### src/rtl/msk_cs_pkg.sv
package msk_cs_pkg;

  localparam int QTICKS = 4;

  // First tick on which strobes are driven for a setup code.
  function automatic logic [2:0] start_tick(input logic [1:0] setup);
    case (setup)
      2'b10:   start_tick = 3'd1;
      2'b11:   start_tick = 3'd2;
      default: start_tick = 3'd0;  // 00 and the spare code 01
    endcase
  endfunction

  // First tick on which strobes are released.
  function automatic logic [2:0] stop_tick(input logic early);
    stop_tick = early ? 3'd3 : 3'd4;
  endfunction

  function automatic logic in_window(input logic [1:0] ph, input logic [1:0] setup,
                                     input logic early);
    in_window = ({1'b0, ph} >= start_tick(setup)) && ({1'b0, ph} < stop_tick(early));
  endfunction

endpackage

### src/rtl/msk_cs_regs.sv
module msk_cs_regs #(
  parameter int NB     = 4,
  parameter int DATA_W = 32,
  parameter int MASK_W = 17,
  parameter int TYPE_W = 3,
  parameter int RA_W   = 3
) (
  input  logic                           clk,
  input  logic                           rst_n,
  input  logic                           we,
  input  logic [RA_W-1:0]                addr,
  input  logic [DATA_W-1:0]              wdata,
  output logic [DATA_W-1:0]              rdata,
  output logic [NB-1:0][MASK_W-1:0]      base_addr,
  output logic [NB-1:0][TYPE_W-1:0]      base_type,
  output logic [NB-1:0]                  base_val,
  output logic [NB-1:0][MASK_W-1:0]      opt_mask,
  output logic [NB-1:0][TYPE_W-1:0]      opt_tmask,
  output logic [NB-1:0]                  opt_early,
  output logic [NB-1:0][1:0]             opt_setup
);
  localparam int A_LSB = DATA_W - MASK_W;
  localparam int T_LSB = A_LSB - TYPE_W;
  localparam int BI_W  = RA_W - 1;

  logic [BI_W-1:0] sel_bank;
  logic            sel_opt;
  assign sel_bank = addr[RA_W-1:1];
  assign sel_opt  = addr[0];

  logic unused_wdata;
  assign unused_wdata = ^wdata[T_LSB-1:4];

  for (genvar i = 0; i < NB; i++) begin : g_bank
    logic hit_base, hit_opt;
    assign hit_base = we && !sel_opt && (sel_bank == BI_W'(i));
    assign hit_opt  = we &&  sel_opt && (sel_bank == BI_W'(i));

    always_ff @(posedge clk or negedge rst_n) begin
      if (!rst_n) begin
        base_addr[i] <= '0;
        base_type[i] <= '0;
        base_val[i]  <= (i == 0);   // boot bank enabled
      end else if (hit_base) begin
        base_addr[i] <= wdata[DATA_W-1:A_LSB];
        base_type[i] <= wdata[A_LSB-1:T_LSB];
        base_val[i]  <= wdata[0];
      end
    end

    always_ff @(posedge clk or negedge rst_n) begin
      if (!rst_n) begin
        opt_mask[i]  <= '0;
        opt_tmask[i] <= '0;
        opt_early[i] <= 1'b0;
        opt_setup[i] <= 2'b00;
      end else if (hit_opt) begin
        opt_mask[i]  <= wdata[DATA_W-1:A_LSB];
        opt_tmask[i] <= wdata[A_LSB-1:T_LSB];
        opt_early[i] <= wdata[3];
        opt_setup[i] <= wdata[2:1];
      end
    end
  end

  always_comb begin
    rdata = '0;
    if (!sel_opt) begin
      rdata[DATA_W-1:A_LSB] = base_addr[sel_bank];
      rdata[A_LSB-1:T_LSB]  = base_type[sel_bank];
      rdata[0]              = base_val[sel_bank];
    end else begin
      rdata[DATA_W-1:A_LSB] = opt_mask[sel_bank];
      rdata[A_LSB-1:T_LSB]  = opt_tmask[sel_bank];
      rdata[3]              = opt_early[sel_bank];
      rdata[2:1]            = opt_setup[sel_bank];
    end
  end
endmodule

### src/rtl/msk_cs_match.sv
module msk_cs_match #(
  parameter int NB     = 4,
  parameter int MASK_W = 17,
  parameter int TYPE_W = 3
) (
  input  logic [MASK_W-1:0]              addr_hi,
  input  logic [TYPE_W-1:0]              atype,
  input  logic [NB-1:0][MASK_W-1:0]      base_addr,
  input  logic [NB-1:0][TYPE_W-1:0]      base_type,
  input  logic [NB-1:0]                  base_val,
  input  logic [NB-1:0][MASK_W-1:0]      opt_mask,
  input  logic [NB-1:0][TYPE_W-1:0]      opt_tmask,
  input  logic [NB-1:0]                  opt_early,
  input  logic [NB-1:0][1:0]             opt_setup,
  output logic [NB-1:0]                  grant,
  output logic [1:0]                     g_setup,
  output logic                           g_early
);
  logic [NB-1:0] hit;

  for (genvar i = 0; i < NB; i++) begin : g_cmp
    logic addr_ok, type_ok;
    assign addr_ok = (((addr_hi ^ base_addr[i]) & opt_mask[i]) == '0);
    assign type_ok = (((atype ^ base_type[i]) & opt_tmask[i]) == '0);
    assign hit[i]  = base_val[i] && addr_ok && type_ok;
  end

  // Isolate the lowest set hit bit.
  assign grant = hit & (~hit + {{(NB-1){1'b0}}, 1'b1});

  always_comb begin
    g_setup = 2'b00;
    g_early = 1'b0;
    for (int i = 0; i < NB; i++) begin
      g_setup = g_setup | ({2{grant[i]}} & opt_setup[i]);
      g_early = g_early | (grant[i] & opt_early[i]);
    end
  end
endmodule

### src/rtl/msk_cs_strobe.sv
module msk_cs_strobe
  import msk_cs_pkg::*;
#(
  parameter int NB = 4
) (
  input  logic          clk,
  input  logic          rst_n,
  input  logic          req,
  input  logic          req_write,
  input  logic [NB-1:0] grant,
  input  logic [1:0]    g_setup,
  input  logic          g_early,
  output logic [1:0]    phase,
  output logic          active,
  output logic [1:0]    act_setup,
  output logic          act_early,
  output logic [NB-1:0] cs_n,
  output logic          we_n
);
  localparam logic [1:0] LAST_TICK = 2'(QTICKS - 1);

  logic [NB-1:0] bank_q, bank_d;
  logic          write_q, write_d;
  logic [1:0]    setup_d, phase_d;
  logic          early_d, active_d, accept, on_d;
  logic [NB-1:0] cs_n_d;
  logic          we_n_d;

  assign accept  = req && (phase == LAST_TICK);
  assign phase_d = phase + 2'd1;

  always_comb begin
    bank_d   = bank_q;
    write_d  = write_q;
    setup_d  = act_setup;
    early_d  = act_early;
    active_d = active;
    if (accept) begin
      bank_d   = grant;
      write_d  = req_write;
      setup_d  = g_setup;
      early_d  = g_early;
      active_d = |grant;
    end else if (phase == LAST_TICK) begin
      active_d = 1'b0;
    end
    on_d   = active_d && in_window(phase_d, setup_d, early_d);
    cs_n_d = on_d ? ~bank_d : '1;
    we_n_d = !(on_d && write_d);
  end

  always_ff @(posedge clk or negedge rst_n) begin
    if (!rst_n) begin
      phase     <= 2'd0;
      active    <= 1'b0;
      bank_q    <= '0;
      write_q   <= 1'b0;
      act_setup <= 2'b00;
      act_early <= 1'b0;
      cs_n      <= '1;
      we_n      <= 1'b1;
    end else begin
      phase     <= phase_d;
      active    <= active_d;
      bank_q    <= bank_d;
      write_q   <= write_d;
      act_setup <= setup_d;
      act_early <= early_d;
      cs_n      <= cs_n_d;
      we_n      <= we_n_d;
    end
  end
endmodule

### src/rtl/msk_cs_unit.sv
module msk_cs_unit #(
  parameter int NUM_BANKS = 4,
  parameter int ADDR_W    = 32,
  parameter int DATA_W    = 32,
  parameter int MASK_W    = 17,
  parameter int TYPE_W    = 3
) (
  input  logic                           clk,
  input  logic                           rst_n,
  input  logic                           reg_we,
  input  logic [$clog2(NUM_BANKS):0]     reg_addr,
  input  logic [DATA_W-1:0]              reg_wdata,
  output logic [DATA_W-1:0]              reg_rdata,
  input  logic                           bus_req,
  input  logic [ADDR_W-1:0]              bus_addr,
  input  logic [TYPE_W:0]                bus_type,
  input  logic                           bus_write,
  output logic [1:0]                     bus_phase,
  output logic [NUM_BANKS-1:0]           cs_n,
  output logic                           we_n
);
  localparam int RA_W = $clog2(NUM_BANKS) + 1;

  logic [NUM_BANKS-1:0][MASK_W-1:0] base_addr, opt_mask;
  logic [NUM_BANKS-1:0][TYPE_W-1:0] base_type, opt_tmask;
  logic [NUM_BANKS-1:0]             base_val, opt_early;
  logic [NUM_BANKS-1:0][1:0]        opt_setup;

  logic [NUM_BANKS-1:0] grant;
  logic [1:0]           g_setup;
  logic                 g_early;

  // Named internal events, observed by the bound checker.
  logic                 cyc_active;
  logic [1:0]           cyc_setup;
  logic                 cyc_early;

  logic unused_bus;
  assign unused_bus = ^{bus_addr[ADDR_W-MASK_W-1:0], bus_type[TYPE_W]};

  msk_cs_regs #(
    .NB(NUM_BANKS), .DATA_W(DATA_W), .MASK_W(MASK_W), .TYPE_W(TYPE_W), .RA_W(RA_W)
  ) u_regs (
    .clk(clk), .rst_n(rst_n), .we(reg_we), .addr(reg_addr), .wdata(reg_wdata),
    .rdata(reg_rdata), .base_addr(base_addr), .base_type(base_type), .base_val(base_val),
    .opt_mask(opt_mask), .opt_tmask(opt_tmask), .opt_early(opt_early), .opt_setup(opt_setup)
  );

  msk_cs_match #(
    .NB(NUM_BANKS), .MASK_W(MASK_W), .TYPE_W(TYPE_W)
  ) u_match (
    .addr_hi(bus_addr[ADDR_W-1 -: MASK_W]), .atype(bus_type[TYPE_W-1:0]),
    .base_addr(base_addr), .base_type(base_type), .base_val(base_val),
    .opt_mask(opt_mask), .opt_tmask(opt_tmask), .opt_early(opt_early), .opt_setup(opt_setup),
    .grant(grant), .g_setup(g_setup), .g_early(g_early)
  );

  msk_cs_strobe #(
    .NB(NUM_BANKS)
  ) u_strobe (
    .clk(clk), .rst_n(rst_n), .req(bus_req), .req_write(bus_write),
    .grant(grant), .g_setup(g_setup), .g_early(g_early),
    .phase(bus_phase), .active(cyc_active), .act_setup(cyc_setup), .act_early(cyc_early),
    .cs_n(cs_n), .we_n(we_n)
  );
endmodule

### config.mk
export PLATFORM = sky130hd
export DESIGN_NAME = msk_cs_unit
export DESIGN_NICKNAME = d
export VERILOG_FILES = /design/src/rtl/msk_cs_pkg.sv /design/src/rtl/msk_cs_regs.sv /design/src/rtl/msk_cs_match.sv /design/src/rtl/msk_cs_strobe.sv /design/src/rtl/msk_cs_unit.sv
export SDC_FILE = /design/constraint.sdc
export NUM_CORES = 1
export LEC_CHECK = 0
export ABC_AREA = 1
export BUFFER_PORTS_ARGS = -buffer_cell sky130_fd_sc_hd__buf_2
export CAP_MARGIN = 20
export CORE_UTILIZATION = 53
export DETAILED_ROUTE_END_ITERATION = 10
export GPL_TIMING_DRIVEN = 0
export PLACE_DENSITY = 0.77
export SYNTH_ARGS = -nofsm -noshare
export SYNTH_HDL_FRONTEND = slang
export SYNTH_SLANG_ARGS = --single-unit
export TNS_END_PERCENT = 100
### constraint.sdc
create_clock -name clk -period 2.1 [get_ports clk]
set_input_delay 0.315 -clock clk [delete_from_list [all_inputs] [get_ports clk]]
set_output_delay 0.315 -clock clk [all_outputs]
set_load 0.05 [all_outputs]
# Word level (Yosys, flattened, before mapping)
# Index checks and enable logic that the tools add are counted.
# Widths: inputs -> output; s select.
# classes
n_addsub,2
multipliers,0
div_mod_pow,0
magnitude_cmp,3
n_eq_ne,6
shifts,0
n_mux,26
bitwise_logic,33
reduce_logical,34
# op_table
op,n
$and 17x17->17,4
$bmux 17 s2,2
$logic_not 17->1,4
$xor 17x17->17,4
$mux 17,2
$logic_and 1x1->1,22
$mux 20,1
$and 3x3->3,4
$bmux 3 s2,2
$logic_not 3->1,4
$mux 3,4
$xor 3x3->3,4
$eq 2x2->1 const B,5
$and 2x2->2,4
$mux 4,2
$not 4->4,2
$mux 1,7
$or 2x2->2,3
$add 4x1->4 const B,1
$and 1x1->1,4
$and 4x4->4,1
$bmux 1 s2,2
$bmux 2 s2,1
$mux 2,2
10 further kinds,13
# word_totals
reg_bits,192
latch_bits,0
ramBits,0
romBits,0
in_bits,76
mem_count,0

# Longest topological paths before layout
# Gate-level depths: netlist of run 1.
# logic_depth
word_depth,20
depth_mapped,22

# Modules after synthesis
# From an unflattened synthesis of run 1, not the netlist that was laid out.
# unflattened
cells_unflattened,1603
area_unflattened_um2,10794.1
# by_module_without_submodules
module,instances,cells_per_inst,area_each_um2,seq_area_each_um2
msk_cs_regs,1,1095,8254.2,4405.5
msk_cs_match,1,439,1845.5,0.0
msk_cs_strobe,1,69,694.4,406.6

# Worst setup path before layout of run 1
# Ideal clock, no wire load.
# synth_timing
path_kind,reg-to-reg
startpoint,register u_strobe.phase[0]
endpoint,register u_strobe.cs_n[0]
setup_ns,0.064
arrival_time_ns,2.492
required_time_ns,2.036
path_slack_ns,-0.456
stages_incl_launch_ff,16
synth_period_minus_slack_ns,2.556
path_cell_list,dfrtp_1 ha_1 nand2_1 inv_1 clkbuf_1 nand3_1 nor2_2 nand2_1 o21ai_1 nor2_1 ha_1 inv_1 nand2_1 a21oi_1 nor2_4 nand3_1
# synth_via
elab_chain_cells,9
# synth_lines
element,line_no,text
start: declaration,msk_cs_strobe.sv:13,"output logic [1:0] phase,"
start signal: assignment,msk_cs_strobe.sv:63,phase <= phase_d;
$eq 2x2->1,"msk_cs_strobe.sv:29, msk_cs_strobe.sv:44",
$logic_and 1x1->1,msk_cs_strobe.sv:29,assign accept = req && (phase == LAST_TICK);
$mux 2,msk_cs_strobe.sv:38,if (accept) begin
$eq 2x2->1,msk_cs_pkg.sv:7,case (setup)
$pmux 2 s2,msk_cs_pkg.sv:7,
$ge 2x2->1,msk_cs_pkg.sv:21,"in_window = ({1'b0, ph} >= start_tick(setup)) && ({1'b0, ph} < stop_tick(early));"
$logic_and 1x1->1,msk_cs_pkg.sv:21,
$logic_and 1x1->1,msk_cs_strobe.sv:47,"on_d = active_d && in_window(phase_d, setup_d, early_d);"
$mux 4 *,msk_cs_strobe.sv:48,cs_n_d = on_d ? ~bank_d : '1;
net u_strobe.cs_n_d[0],msk_cs_strobe.sv:26,logic [NB-1:0] cs_n_d;
end signal: assignment,msk_cs_strobe.sv:69,cs_n <= cs_n_d;
end: declaration,msk_cs_strobe.sv:17,"output logic [NB-1:0] cs_n,"
# The timed path passes the listed nets; every way through them passes the cells marked *.
# A chain may end at the register's enable or synchronous reset.

# Final worst setup path of run 1
# layout_timing
startpoint,register u_regs.base_addr[9] (netlist name)
endpoint,register u_strobe.we_n
# layout_via
elab_chain_cells,20
# layout_lines
element,line_no,text
start: declaration,msk_cs_regs.sv:14,"output logic [NB-1:0][MASK_W-1:0] base_addr,"
start signal: indexed assignment,msk_cs_regs.sv:45,base_addr[i] <= wdata[DATA_W-1:A_LSB];
$xor 17x17->17 *,msk_cs_match.sv:23,assign addr_ok = (((addr_hi ^ base_addr[i]) & opt_mask[i]) == '0);
$and 17x17->17 *,msk_cs_match.sv:23,
$logic_not 17->1 *,msk_cs_match.sv:23,
$logic_and 1x1->1 * (2 in a row),msk_cs_match.sv:25,assign hit[i] = base_val[i] && addr_ok && type_ok;
$not 4->4,msk_cs_match.sv:29,"assign grant = hit & (~hit + {{(NB-1){1'b0}}, 1'b1});"
$add 4x1->4,msk_cs_match.sv:29,
$and 4x4->4 *,msk_cs_match.sv:29,
$and 2x2->2,msk_cs_match.sv:35,g_setup = g_setup | ({2{grant[i]}} & opt_setup[i]);
[4 not listed],--,
net u_strobe.setup_d[0],msk_cs_strobe.sv:24,"logic [1:0] setup_d, phase_d;"
$eq 2x2->1,msk_cs_pkg.sv:7,
$pmux 2 s2 *,msk_cs_pkg.sv:7,
$ge 2x2->1 *,msk_cs_pkg.sv:21,
$logic_and 1x1->1 *,msk_cs_pkg.sv:21,
$logic_and 1x1->1 *,msk_cs_strobe.sv:47,
$logic_and 1x1->1 *,msk_cs_strobe.sv:49,we_n_d = !(on_d && write_d);
$logic_not 1->1 *,msk_cs_strobe.sv:49,
net u_strobe.we_n_d,msk_cs_strobe.sv:27,logic we_n_d;
end signal: assignment,msk_cs_strobe.sv:70,we_n <= we_n_d;
end: declaration,msk_cs_strobe.sv:18,output logic we_n
# Marked as above.

==> parameters.txt, run 1 <==
Parameter                              Value

Status
  Run status    finished with violations
  Violations in the final reports    setup timing

Setup path
  Startpoint kind of the worst setup timing path    flop
  Kind of capture point of the worst setup path    flop
  CP Max Fanout    5
  Critical Path AT    3030 ps
  Path type of the worst setup path    flop to flop
  Required time worst endpoint    2460 ps

Drt
  Vias per cell    6.09
  DR vias    10338
  Residual DRC    0
  Average wire per standard cell    21.7 µm
  DRT Wirelength    36800 µm
  TritonRoute pass-1 iters    6
  Number of routed nets with antenna violations    0
  Starting DRT DRC Count    1574

Timing
  Final count of hold timing violations    0
  Final count of negative-setup-slack endpoints    9
  Worst-margin pin slew    887 ps
  Least setup slack across all paths after layout    -565 ps
  Time the worst path needs with I/O delays and setup    2670 ps
  Final total negative setup slack    -2830 ps
  Maximum clock frequency    375 MHz
  Share of the cycle needed by the critical path after routing    127%
  Remaining max-slew budget at the tightest pin    40.9%
  Unrepaired setup endpoints after global routing    yes
  Final-report max-slew violation count    0
  Post-Route Skew    9.21 ps
  Worst hold slack after final layout    81.9 ps

Floorplan
  Row count    49
  Initial core utilization    55.0%
  Top Ports    115
  CORE AREA    18300 µm²
  Horizontal extent of the die    140 µm
  Die footprint    19500 µm²
  Die span in y    140 µm

Placement
  PortBufs    72
  Final weighted congestion of routability-driven global placement    0.982
  Post-DP HPWL    24200 µm

Global route
  Antenna violations before repair    0
  Global-route wire length before repair    54600 µm
  Via count of the first global-routing pass    9334
  Grt ovf    0
  Global-route usage over all layers    38.0%
  Largest net degree at the start of global routing    103

Pwr
  Maximum vdd ir drop    614 µV
  Power density over the cells    924 nW/µm²
  Leakage component of the power    5.78 nW
  Overall power of the completed layout    11.2 mW

Logic synthesis
  Combined area of all synthesized cells    10000 µm²
  Proportion of synthesized chip area in sequential cells    47.9%
  Number of different library cells in the post-synthesis netlist    42
  Synthesized netlist cell count    1330
  Number of synthesis warnings    0
  Register bit total from synthesis    192
  Avg Inst Size Synth    7.55 µm²

Final layout
  Nets@finish    1535
  Diodes inserted    0
  Number of fill cells in the layout    1573
  Area Growth Syn to Fin    20.7%
  Most used cells in the layout excluding fill and tap cells    sky130_fd_sc_hd__nand2_1 (403), sky130_fd_sc_hd__o21ai_0 (196), sky130_fd_sc_hd__dfrtp_1 (184)
  Most common cell after layout, fill and taps aside    sky130_fd_sc_hd__nand2_1
  Share of post-route cells with drive strength above 1    19.0%

Job
  Max-capacitance violation count    0

Clock tree
  TritonCTS clock tree    built
  Number of buffers inserted during clock tree synthesis    17
  Clock Tree Root    sky130_fd_sc_hd__clkbuf_16
  Total number of clock tree sinks    192
  Buffers from clock root to sink, at most    2
  Clock transition at path regs    70 ps
  Clock latency at the later pin of the worst-skew pair    450 ps
  H-tree lvl count    4

Worst hold path
  Worst min-delay path category    input port to flop
power by group:
part	switching, mW	internal, mW	leakage, nW
sequential	0.597	4.36	2.39
clock	1.44	1.80	0.267
combinational	1.97	1.04	3.12
registers in the layout, summed over array words and instances, names as in the netlist, 8 cells and up:
name              flops
u_regs.opt_setup      8
u_regs.opt_tmask     12
u_regs.opt_mask      68
u_regs.base_type     12
u_regs.base_addr     68
worst max-delay path, cell delays in order (launching register included):
cell and delay [ps]:
sky130_fd_sc_hd__dfrtp_1 410, sky130_fd_sc_hd__or2_1 220, sky130_fd_sc_hd__nand3_1 70, sky130_fd_sc_hd__nand4_1 230, sky130_fd_sc_hd__nor2_4 280, sky130_fd_sc_hd__buf_4 150
sky130_fd_sc_hd__nand3_1 90, sky130_fd_sc_hd__nand3_1 110, sky130_fd_sc_hd__nor2_1 50, sky130_fd_sc_hd__a21oi_2 170, sky130_fd_sc_hd__nor2_1 80, sky130_fd_sc_hd__ha_1 290
sky130_fd_sc_hd__inv_2 40, sky130_fd_sc_hd__nand2_2 60, sky130_fd_sc_hd__a21oi_4 60, sky130_fd_sc_hd__nor2_4 190, sky130_fd_sc_hd__nand3_1 100
routing by layer:
layer / global-route usage [%] / share of wire [%] / routed length, µm
met1: 52.9 / 39 / 14200
met5: 0 / 0 / 0
met2: 55.1 / 42 / 15600
met4: 20.6 / 5.9 / 2160
met3: 8.64 / 13 / 4840
per-stage QoR:
stage / instance area, µm² / utilization, % / instances / setup slack [ps]
after detailed placement: 10900 / 59.7 / 1640 / -901
after global placement: 10900 / 59.5 / 1638 / -2750
final: 12100 / 66.3 / 1697 / -565
after floorplan: 10200 / - / 1337 / -62.2
after global routing: 12100 / 66.3 / 1697 / -685
after CTS: 11800 / 64.3 / 1682 / -416
cells by family (layout without fill, tap and decap cells):
kind of cell | after synthesis | count (layout) | synth area share [%]
xor gates and xnor gates | 5 | 5 | 0.436
DFF | 192 | 192 | 47.9
AOI/OAI and AO/OA | 318 | 318 | 17.8
buffers and inverters | 199 | 330 | 8.28
adders and majority gates | 3 | 3 | 0.374
other | 1 | 8 | 0.0373
and+or+nand+nor | 612 | 612 | 25.1
final cells by class:
cell class / count / area (µm²) / area share (%)
clock inverters: 10 / 113 / 0.929
multi-input cells: 946 / 4810 / 39.7
well taps: 229 / 287 / 2.36
plain buffers: 71 / 442 / 3.64
inverters: 128 / 489 / 4.04
clock buffers: 21 / 460 / 3.80
repair buffers: 100 / 702 / 5.79
flip-flops and latches: 192 / 4810 / 39.7
repair_timing:
action | 4_1_cts | 5_1_grt
resized for setup | 76 | 73
setup buffers | 10 | 15
endpoints found under the hold margin | 84 | 0
pin swaps | 13 | 25
cloned | 0 | 0
setup endpoints to repair | 32 | 29
hold buffers | 1 | 0
cells in the mapped netlist (all sizes together):
cell type | n | area, µm²
a221oi | 12 | 105
a211oi | 2 | 15.0
buf | 20 | 160
nor2 | 116 | 493
xnor2 | 2 | 17.5
dfrtp | 186 | 4650
nand4 | 13 | 81.3
a21o | 1 | 7.51
o21ai | 216 | 1080
a21oi | 32 | 168
nand3 | 63 | 343
dfstp | 6 | 158
xor2 | 3 | 26.3
nand2 | 414 | 1570
o21a | 1 | 7.51
or2 | 2 | 12.5
ha | 3 | 37.5
o2111ai | 10 | 87.6
a22oi | 25 | 188
clkbuf | 51 | 191
a32oi | 3 | 26.3
conb | 1 | 3.75
inv | 128 | 480
a31oi | 10 | 62.6
nand3b | 2 | 15.0
o22ai | 5 | 31.3
a21boi | 1 | 7.51
nor3 | 2 | 10.0
worst paths after layout:
path	start	to	slack [ps]	cells after the start
max	u_regs.base_addr[9]	u_strobe.we_n	-570	16
min	reg_wdata[14]	u_regs.opt_tmask[11]	80	3
max reg2reg	u_regs.base_addr[9]	u_strobe.we_n	-570	16
min reg2reg	u_strobe.write_q	u_strobe.write_q	490	2
max in group asynchronous	rst_n	u_regs.base_type[4]	660	3
min in group asynchronous	rst_n	u_regs.opt_mask[55]	460	2
(Power assumes the default switching activity.)
==> inputs of run 2 (changes only) <==
- CORE_UTILIZATION: 53 -> 25
- PLACE_DENSITY: 0.77 -> 0.43
==> run 2 against run 1 <==
Compared with the run above: the flow still finishes with violations (setup timing); clock skew up 7.4 ps; non-clock buffer count down 5; fmax up 3.7%; combinational power about the same; register-to-register slack better by 90 ps; global-route usage down 16 points; sequential cell count unchanged; critical endpoint is now u_strobe.cs_n[1]; cell count up 17%; clock-buffer cell count unchanged; first-iteration DRC count down 48%.
==> parameters.txt, run 2 (synthesis results as in run 1) <==
Parameter                              Value

Status
  Run status    finished with violations (unchanged)
  Violations in the final reports    setup timing (unchanged)

Placement
  Post-DP HPWL    30100 µm (was 24200 µm)
  PortBufs    72 (unchanged)
  Placed Area    11300 µm² (was 10900 µm²)
  Final weighted congestion of routability-driven global placement    0.885 (was 0.982)

Global route
  Grt ovf    0 (unchanged)
  Largest net degree at the start of global routing    109 (was 103)
  Antenna violations before repair    1 (was 0)
  Via count of the first global-routing pass    9324 (was 9334)
  Global-route usage over all layers    21.7% (was 38.0%)
  Global-route wire length before repair    63900 µm (was 54600 µm)

Setup path
  Worst path cell trace    o21ai_0 -> nand4_1 -> nor2_4 -> nand3_1 -> a21oi_4 -> nor2_1 -> ha_1 -> inv_1 -> nand2_1 -> a21oi_2 -> nor2_4 -> nand3_2 (was or2_1 -> nand3_1 -> nand4_1 -> nor2_4 -> buf_4 -> nand3_1 -> nand3_1 -> nor2_1 -> a21oi_2 -> nor2_1 -> ha_1 -> inv_2 -> nand2_2 -> a21oi_4 -> nor2_4 -> nand3_1)
  Reg2reg start    u_regs.base_addr[67] (was u_regs.base_addr[9])
  Startpoint kind of the worst setup timing path    flop (unchanged)
  CP max-delay cell    sky130_fd_sc_hd__o21ai_0 (was sky130_fd_sc_hd__dfrtp_1)
  Reg-to-reg endpoint    u_strobe.cs_n[1] (was u_strobe.we_n)
  Combined buffer and inverter count along the critical path    1 (was 2)
  Dominant cell type by count on the critical path    sky130_fd_sc_hd__nor2_4 (was sky130_fd_sc_hd__nand3_1)
  Critical Path AT    2950 ps (was 3030 ps)
  CP Max Fanout    5 (unchanged)
  Delay of the slowest cell on the worst path    480 ps (was 410 ps)
  Kind of capture point of the worst setup path    flop (unchanged)
  Worst r2r path cells    12 (was 16)
  Path type of the worst setup path    flop to flop (unchanged)
  Setup slack of the worst register-to-register path    -470 ps (was -570 ps)
  Required time worst endpoint    2480 ps (was 2460 ps)
  Largest delay share family, worst path    simple AND/OR/NAND/NOR gates (unchanged)

Final layout
  Finished Core Util    31.6% (was 66.3%)
  Most common cell after layout, fill and taps aside    sky130_fd_sc_hd__nand2_1 (unchanged)
  Summed area of non-filler cells in the final layout    12500 µm² (was 12100 µm²)
  Share of post-route cells with drive strength above 1    19.1% (was 19.0%)
  Area of the multi-input gates    4800 µm² (was 4810 µm²)
  Most used cells in the layout excluding fill and tap cells    sky130_fd_sc_hd__nand2_1 (404), sky130_fd_sc_hd__o21ai_0 (196), sky130_fd_sc_hd__dfrtp_1 (184) (was sky130_fd_sc_hd__nand2_1 (403), sky130_fd_sc_hd__o21ai_0 (196), sky130_fd_sc_hd__dfrtp_1 (184))
  Number of fill cells in the layout    4310 (was 1573)
  Leading registers by flop count    u_regs.base_addr (68), u_regs.opt_mask (68) (unchanged)
  Area Growth Syn to Fin    24.5% (was 20.7%)
  Nets@finish    1530 (was 1535)
  Seq. cell area    4810 µm² (unchanged)

Timing
  Time the worst path needs with I/O delays and setup    2570 ps (was 2670 ps)
  Final count of hold timing violations    0 (unchanged)
  Unrepaired setup endpoints after global routing    yes (unchanged)
  Share of the cycle needed by the critical path after routing    122% (was 127%)
  Final-report max-slew violation count    0 (unchanged)
  Post-Route Skew    16.6 ps (was 9.21 ps)
  Worst-margin pin slew    911 ps (was 887 ps)
  Remaining max-slew budget at the tightest pin    39.3% (was 40.9%)
  Final count of negative-setup-slack endpoints    6 (was 9)
  Least setup slack across all paths after layout    -471 ps (was -565 ps)
  Maximum clock frequency    389 MHz (was 375 MHz)

Clock tree
  Buffers from clock root to sink, at most    2 (unchanged)
  Total number of clock tree sinks    192 (unchanged)
  TritonCTS clock tree    built (unchanged)
  Number of buffers inserted during clock tree synthesis    17 (unchanged)
  Clock latency at the later pin of the worst-skew pair    460 ps (was 450 ps)
  Clock Tree Root    sky130_fd_sc_hd__clkbuf_16 (unchanged)
  Clock transition at path regs    80 ps (was 70 ps)
  H-tree lvl count    4 (unchanged)

Worst hold path
  Sink of the worst hold path    u_regs.opt_mask[66] (was u_regs.opt_tmask[11])
  Worst min-delay path category    input port to flop (unchanged)
  Worst hold path stage count    3 (unchanged)
  Hold wc startpoint    reg_wdata[30] (was reg_wdata[14])

Floorplan
  Top Ports    115 (unchanged)
  Row count    73 (was 49)
  Die span in y    202 µm (was 140 µm)
  Die footprint    41000 µm² (was 19500 µm²)
  CORE AREA    39600 µm² (was 18300 µm²)
  Horizontal extent of the die    202 µm (was 140 µm)
  Initial core utilization    25.3% (was 55.0%)

Drt
  TritonRoute pass-1 iters    7 (was 6)
  DR vias    9766 (was 10338)
  Number of routed nets with antenna violations    0 (unchanged)
  Vias per cell    4.91 (was 6.09)
  Average wire per standard cell    21.9 µm (was 21.7 µm)
  Starting DRT DRC Count    815 (was 1574)
  Residual DRC    0 (unchanged)
  DRT Wirelength    43500 µm (was 36800 µm)

Pwr
  Leakage component of the power    5.77 nW (was 5.78 nW)
  Maximum vdd ir drop    546 µV (was 614 µV)
  Power density over the cells    904 nW/µm² (was 924 nW/µm²)

Job
  Max-capacitance violation count    0 (unchanged)
run 2: cell count changes in the layout (fill, tap and decap cells not counted), sizes merged, moves of 2 or more:
cell      before  now
buf          120  110
clkbuf        71   76
clkinv         4    8
clkinvlp       6    2
inv          126  128
run 2: power breakdown:
group	leakage, nW	internal (mW)	switching, mW
registers	2.39	4.36	0.591
clock network	0.278	1.71	1.60
logic	3.10	1.04	2.00
run 2: cell type report:
class	count	share of cell area [%]
sequential	192	38.5
multi-input combinational	946	38.4
timing repair buffer	96	5.50
tap	525	5.25
inverter	128	3.91
buffer	70	3.90
clock buffer	21	3.68
clock inverter	11	0.870
antenna	1	0.0200
run 2: worst register-to-register path: cells and delay by family, from the launching register on:
| family | cells | cell delay [ps] |
|---|---|---|
| AO/OA/AOI/OAI | 3 | 720 |
| flip-flops | 1 | 410 |
| buffers and inverters | 1 | 30 |
| AND/OR/NAND/NOR | 7 | 1050 |
| adder cells (fa/ha/maj) | 1 | 270 |
run 2: how the worst max path moves through the flow:
stage / start / to / cells after the start
3_5_place_dp: reg_addr[2] / reg_rdata[15] / 7
4_1_cts: u_regs.base_addr[39] / u_strobe.cs_n[2] / 18
3_3_place_gp: rst_n / u_strobe.phase[0] / 1
5_1_grt: u_regs.base_type[6] / u_strobe.cs_n[1] / 19
2_1_floorplan: u_regs.base_addr[9] / u_strobe.cs_n[0] / 17
6_report: u_regs.base_addr[67] / u_strobe.cs_n[1] / 12
run 2: metrics by stage:
step / power, mW / hold WS (ps) / TNS [ps] / setup WS, ps / std cells
global route: 11.9 / 93.8 / -3140 / -637 / 1989
global placement: 7.71 / 460 / -644490 / -3310 / 1934
floorplan: 6.71 / 19.4 / -272 / -62.2 / 1337
detailed placement: 7.76 / 390 / -46240 / -1140 / 1938
finish: 11.3 / 79.5 / -2340 / -471 / 1990
CTS: 11.2 / 66.6 / -2230 / -450 / 1981
run 2: layer usage:
metal  track usage (%)  up-vias  part of all wire (%)
met3              2.39       46                   5.0
li1                  -     4580                     -
met2              35.0      306                    47
met5                 0        -                     0
met4              5.56        0                   2.0
met1              30.8     4834                    46
run 2: repair_timing:
item	CTS	global route
gates resized for setup	99	58
hold endpoints to repair	79	0
setup buffers	10	9
hold buffers	1	0
pin swaps	15	31
setup endpoints to repair	42	37
